`src/rtl/csum_pkg.sv`:
```
package csum_pkg;

  // Number of merge levels for a power-of-two width
  function automatic int merge_levels(input int width);
    return $clog2(width);
  endfunction

  // True when width is a non-zero power of two
  function automatic bit is_pow2(input int width);
    return (width > 0) && ((width & (width - 1)) == 0);
  endfunction

endpackage

```
`src/rtl/csum_bit_cell.sv`:
```
module csum_bit_cell (
  input  logic a,
  input  logic b,
  output logic sum_c0,
  output logic sum_c1,
  output logic cy_c0,
  output logic cy_c1
);

  logic diff;

  assign diff   = a ^ b;
  assign sum_c0 = diff;
  assign sum_c1 = ~diff;
  assign cy_c0  = a & b;
  assign cy_c1  = a | b;

  always_comb begin

    cell_sum_pair_chk: assert ({cy_c1, sum_c1} == {cy_c0, sum_c0} + 2'd1);

    cell_carry_order_chk: assert (!cy_c0 || cy_c1);
  end

endmodule

```
`src/rtl/csum_mux2.sv`:
```
module csum_mux2 #(
  parameter int W = 2
) (
  input  logic         sel,
  input  logic [W-1:0] d0,
  input  logic [W-1:0] d1,
  output logic [W-1:0] y
);

  assign y = sel ? d1 : d0;

endmodule

```
`src/rtl/csum_merge.sv`:
```
module csum_merge #(
  parameter int HW = 1
) (
  input  logic [HW-1:0]   lo_s0,
  input  logic [HW-1:0]   lo_s1,
  input  logic            lo_c0,
  input  logic            lo_c1,
  input  logic [HW-1:0]   hi_s0,
  input  logic [HW-1:0]   hi_s1,
  input  logic            hi_c0,
  input  logic            hi_c1,
  output logic [2*HW-1:0] m_s0,
  output logic [2*HW-1:0] m_s1,
  output logic            m_c0,
  output logic            m_c1
);

  localparam int UW = HW + 1;

  logic [UW-1:0] up_c0, up_c1;

  // Case "group carry-in 0": lower carry for cin=0 picks the upper result
  csum_mux2 #(.W(UW)) u_sel0 (
    .sel (lo_c0),
    .d0  ({hi_c0, hi_s0}),
    .d1  ({hi_c1, hi_s1}),
    .y   (up_c0)
  );

  // Case "group carry-in 1": lower carry for cin=1 picks the upper result
  csum_mux2 #(.W(UW)) u_sel1 (
    .sel (lo_c1),
    .d0  ({hi_c0, hi_s0}),
    .d1  ({hi_c1, hi_s1}),
    .y   (up_c1)
  );

  assign m_s0 = {up_c0[HW-1:0], lo_s0};
  assign m_s1 = {up_c1[HW-1:0], lo_s1};
  assign m_c0 = up_c0[HW];
  assign m_c1 = up_c1[HW];

  always_comb begin

    merge_step_chk: assert ({m_c1, m_s1} == {m_c0, m_s0} + 1'b1);
  end

endmodule

```
`src/rtl/csum_adder.sv`:
```
module csum_adder
  import csum_pkg::*;
#(
  parameter int WIDTH = 8
) (
  input  logic             clk,
  input  logic             rst,
  input  logic [WIDTH-1:0] a_in,
  input  logic [WIDTH-1:0] b_in,
  input  logic             cin,
  output logic [WIDTH-1:0] sum_q,
  output logic             cout_q
);

  localparam int LEVELS = merge_levels(WIDTH);
  localparam int TW     = WIDTH + 1;

  initial begin
    width_pow2_chk: assert (is_pow2(WIDTH));
  end

  for (genvar L = 0; L <= LEVELS; L++) begin : g_lv
    localparam int GW = 1 << L;
    localparam int NG = WIDTH / GW;

    logic [WIDTH-1:0] s0, s1;
    logic [NG-1:0]    c0, c1;

    if (L == 0) begin : g_leaf
      for (genvar i = 0; i < WIDTH; i++) begin : g_bit
        csum_bit_cell u_cell (
          .a      (a_in[i]),
          .b      (b_in[i]),
          .sum_c0 (s0[i]),
          .sum_c1 (s1[i]),
          .cy_c0  (c0[i]),
          .cy_c1  (c1[i])
        );
      end
    end else begin : g_join
      localparam int HW = GW / 2;
      for (genvar g = 0; g < NG; g++) begin : g_grp
        csum_merge #(.HW(HW)) u_merge (
          .lo_s0 (g_lv[L-1].s0[(2*g)*HW +: HW]),
          .lo_s1 (g_lv[L-1].s1[(2*g)*HW +: HW]),
          .lo_c0 (g_lv[L-1].c0[2*g]),
          .lo_c1 (g_lv[L-1].c1[2*g]),
          .hi_s0 (g_lv[L-1].s0[(2*g+1)*HW +: HW]),
          .hi_s1 (g_lv[L-1].s1[(2*g+1)*HW +: HW]),
          .hi_c0 (g_lv[L-1].c0[2*g+1]),
          .hi_c1 (g_lv[L-1].c1[2*g+1]),
          .m_s0  (s0[g*GW +: GW]),
          .m_s1  (s1[g*GW +: GW]),
          .m_c0  (c0[g]),
          .m_c1  (c1[g])
        );
      end
    end
  end

  logic [TW-1:0] total;

  // Final pick between the two whole-word results
  csum_mux2 #(.W(TW)) u_final (
    .sel (cin),
    .d0  ({g_lv[LEVELS].c0[0], g_lv[LEVELS].s0}),
    .d1  ({g_lv[LEVELS].c1[0], g_lv[LEVELS].s1}),
    .y   (total)
  );

  always_ff @(posedge clk) begin
    if (rst) begin
      sum_q  <= '0;
      cout_q <= 1'b0;
    end else begin
      sum_q  <= total[WIDTH-1:0];
      cout_q <= total[WIDTH];
    end
  end


  sum_value_chk: assert property (@(posedge clk) disable iff (rst)
    (!rst) |=> ({cout_q, sum_q} ==
                ({1'b0, $past(a_in)} + {1'b0, $past(b_in)} + {{WIDTH{1'b0}}, $past(cin)})));


  carry_out_chk: assert property (@(posedge clk) disable iff (rst)
    (!rst) |=> (cout_q == (($past(a_in) > ~$past(b_in)) ||
                           (($past(a_in) == ~$past(b_in)) && $past(cin)))));

endmodule

```
`config.mk`:
```
export PLATFORM = sky130hd
export DESIGN_NAME = csum_adder
export DESIGN_NICKNAME = d
export VERILOG_FILES = /design/src/rtl/csum_pkg.sv /design/src/rtl/csum_bit_cell.sv /design/src/rtl/csum_mux2.sv /design/src/rtl/csum_merge.sv /design/src/rtl/csum_adder.sv
export SDC_FILE = /design/constraint.sdc
export NUM_CORES = 1
export LEC_CHECK = 0
export CORE_MARGIN = 3
export CORE_UTILIZATION = 35
export CTS_CLUSTER_DIAMETER = 60
export DETAILED_ROUTE_END_ITERATION = 8
export GPL_TIMING_DRIVEN = 0
export MAX_ROUTING_LAYER = met4
export SYNTH_ARGS = -nofsm -noshare
export SYNTH_HDL_FRONTEND = slang
export SYNTH_SLANG_ARGS = --single-unit
```
`constraint.sdc`:
```
create_clock -name clk -period 2.15 [get_ports clk]
set_clock_uncertainty 0.05 [all_clocks]
set_input_delay 0.43 -clock clk [delete_from_list [all_inputs] [get_ports clk]]
set_output_delay 0.43 -clock clk [all_outputs]
set_load 0.005 [all_outputs]
```
==> flow_metrics.tcl <==
set metrics [dict create \
    grt.total_usage 0.136 \
    synth-seq-cells 9 \
    h-tree-depth 1 \
    synth-simple-area-share 0.309 \
    clk_pin_slew_worst_paths_ns 0.06 \
    synth_cell_type_count 31 \
    cap_violations 0 \
    postSynthCellCount 130 \
    wire_per_inst_um 11.4 \
    post-route-period-util 0.967 \
    overflow 0 \
    clock-sinks 9 \
    cts_root_buffer "clkbuf_4" \
    peakVddDrop_mv 0.349 \
    grt_util_met3 0.00658 \
    cts_tree "built" \
    place_congestion 0.864 \
    synthToLayoutAreaGrowth_pct 43.5 \
    nFillCells 245 \
    postRouteAntennaNets 0 \
    firstDrtPassIters 4 \
    avgSynthCellArea_um2 7.42 \
    met1_usage 0.168 \
    top_usage_layer "met2" \
    synthesis.area_um2 965 \
    drt_iter0_drc 33 \
    dp.cells 186 \
    grt_pass1_wl_mm 3.65 \
    drc 0 \
    hold_viol_final 0 \
    setup_viol 0 \
    synthMuxAreaShare 0 \
    hpwl_mm 1.79 \
    min_period_ns 2.08 \
    criticalPathCategory "in2reg" \
    num_antenna_cells 0 \
    arrival_ns 2.23 \
    power_frac_comb 0.454 \
    drt_wl_total_mm 2.16 \
    yosys.area.top_type "ha_1" \
    synth_edf_count 0 \
    whs_ns 0.625 \
    p_leak_nw 0.651 \
    grt_max_degree 11 \
    p_sw_uw 175 \
    power.density_mw_per_mm2 422 \
    cp-start-kind "primary input" \
    io_pins 28 \
    vias 962 \
    synth_top_area_frac 0.208 \
    cts.path.max_buffers 2 \
    start_util 0.379 \
    p_int_uw 410 \
    synth_top_family_by_area "simple AND/OR/NAND/NOR gates" \
    grt_pass1_vias 919 \
    core.rowCount 18 \
    synth_ff_type "dfxtp_1" \
    grtUsageMet2 0.238 \
    max-slew-margin-rel 0.688 \
    tightestPinTransition_ns 0.468 \
    antenna_found_initial 0 \
    critPathCaptureType "register" \
    power.share.clock 0.211 \
    multiInputGateArea_um2 764 \
    via_per_inst 5.06 \
    final_nets 196 \
    holdCritPathClass "in2reg" \
    synth_compound_area_frac 0.179 \
    portBuffers 26 \
    yosys_warnings 0 \
    sw_frac_of_total 0.299 \
    clock.fmax_mhz 481 \
    synthAdderAreaFrac 0.208 \
    cp.required_ns 2.30 \
    synthTopCellsByCount "16 x ha_1, 16 x inv_1, 11 x nand2_1" \
    syn_nets 165 \
    cts_hold_buf 0 \
    coreArea_mm2 0.00254 \
    slew_viol_final 0 \
    ys_seq_area_frac 0.187 \
    final_cells 190 \
    die_w_um 58.5 \
    cts_made_buffers 3 \
    seqPwrFrac 0.335 \
    status "finished clean" \
    die_h_um 58.5 \
    crit_fanout 5 \
    synth_area_leaders "ha_1 21%, dfxtp_1 19%, inv_1 6.2%, a21oi_1 5.2%, nand2_1 4.3%" \
    drive_gt1_frac 0.156 \
    synth_xor_area_frac 0.0272 \
    regArea_um2 180 \
    dieArea_mm2 0.00342 \
    async_flop_share 0 \
]
==> critical path, stage by stage <==
cell and delay [ns]:
clkdlybuf4s50_1 0.50, inv_2 0.05, ha_4 0.16, or3b_1 0.39
a211oi_2 0.26, or2_4 0.19, buf_12 0.10, o22ai_1 0.06
nand2_1 0.08
==> layout by cell type (no fill, tap or decap), types with 2 or more instances in the layout <==
master           count
inv_2                3
ha_4                 2
nand2b_1             5
nor2_1               6
clkbuf_4             3
dlymetal6s2s_1       5
o211ai_1             4
xnor2_1              2
a211oi_2             2
nand2_1             11
o22ai_1              4
or3b_1               2
ha_1                12
nor4_1               4
ha_2                 2
clkdlybuf4s50_1     21
nand3b_1             3
clkbuf_1             4
nand3_1              3
a21o_1               2
or3_1                2
a21oi_1              9
inv_1               13
or2_2                2
nor3b_1              2
dfxtp_1              9
nor3_1               4
and3_1               2
==> layout make-up <==
| cell class | count | share of cell area |
|---|---|---|
| Inverter | 16 | 0.0434 |
| Sequential cell | 9 | 0.130 |
| Timing Repair Buffer | 27 | 0.212 |
| Clock buffer | 4 | 0.0190 |
| Multi-Input combinational cell | 100 | 0.552 |
| Buffer | 4 | 0.0163 |
| Tap cell | 30 | 0.0271 |
==> flip-flops by register name, summed over array words and instances (netlist names) <==
| name | cells |
|---|---|
| sum_q | 8 |
| cout_q | 1 |
==> through the flow <==
stage          power (mW)  setup TNS, ns  setup WS [ns]  utilization  area, um^2
2_1_floorplan       0.334              0          0.276            -         965
3_3_place_gp        0.439          -1.66         -0.338        0.496        1260
3_5_place_dp        0.444          -1.82         -0.364        0.496        1260
4_1_cts             0.575              0         0.0181        0.514        1310
5_1_grt             0.633      -0.000733      -0.000733        0.544        1380
6_report            0.585              0         0.0711        0.544        1380
==> power groups by stage <==
stage | combinational, mW | clock (mW) | sequential [mW]
after floorplan | 0.131 | 0 | 0.203
after global placement | 0.240 | 0 | 0.199
after detailed placement | 0.245 | 0 | 0.200
after CTS | 0.250 | 0.129 | 0.196
after global routing | 0.294 | 0.141 | 0.198
final | 0.265 | 0.124 | 0.196
==> layer usage <==
metal | share of wire | routed length, um
met4 | 0 | 0
met2 | 0.48 | 1040
met5 | 0 | 0
met1 | 0.48 | 1030
met3 | 0.043 | 92
==> cell families (layout without fill, tap and decap cells) <==
| group | after synthesis | count (layout) |
|---|---|---|
| adders and majority gates | 16 | 16 |
| xor gates and xnor gates | 3 | 3 |
| and+or+nand+nor | 54 | 54 |
| DFF | 9 | 9 |
| buffers and inverters | 21 | 51 |
| AOI/OAI and AO/OA | 27 | 27 |
==> what timing repair did <==
| item | in CTS | in global routing |
|---|---|---|
| gates resized for setup | 5 | 20 |
| cloned | 0 | 0 |
| pin swaps | 1 | 7 |
| buffers inserted | 0 | 1 |
| endpoints found under the setup margin | 6 | 2 |
==> path summary, 6_finish.rpt <==
kind | startpoint | end | slack (ns) | cells past startpoint
worst max-delay path | a_in[2] | sum_q[7] | 0.07 | 9
worst min-delay path | b_in[1] | sum_q[1] | 0.63 | 5
No activity file was read; power rests on OpenSTA's default activity.
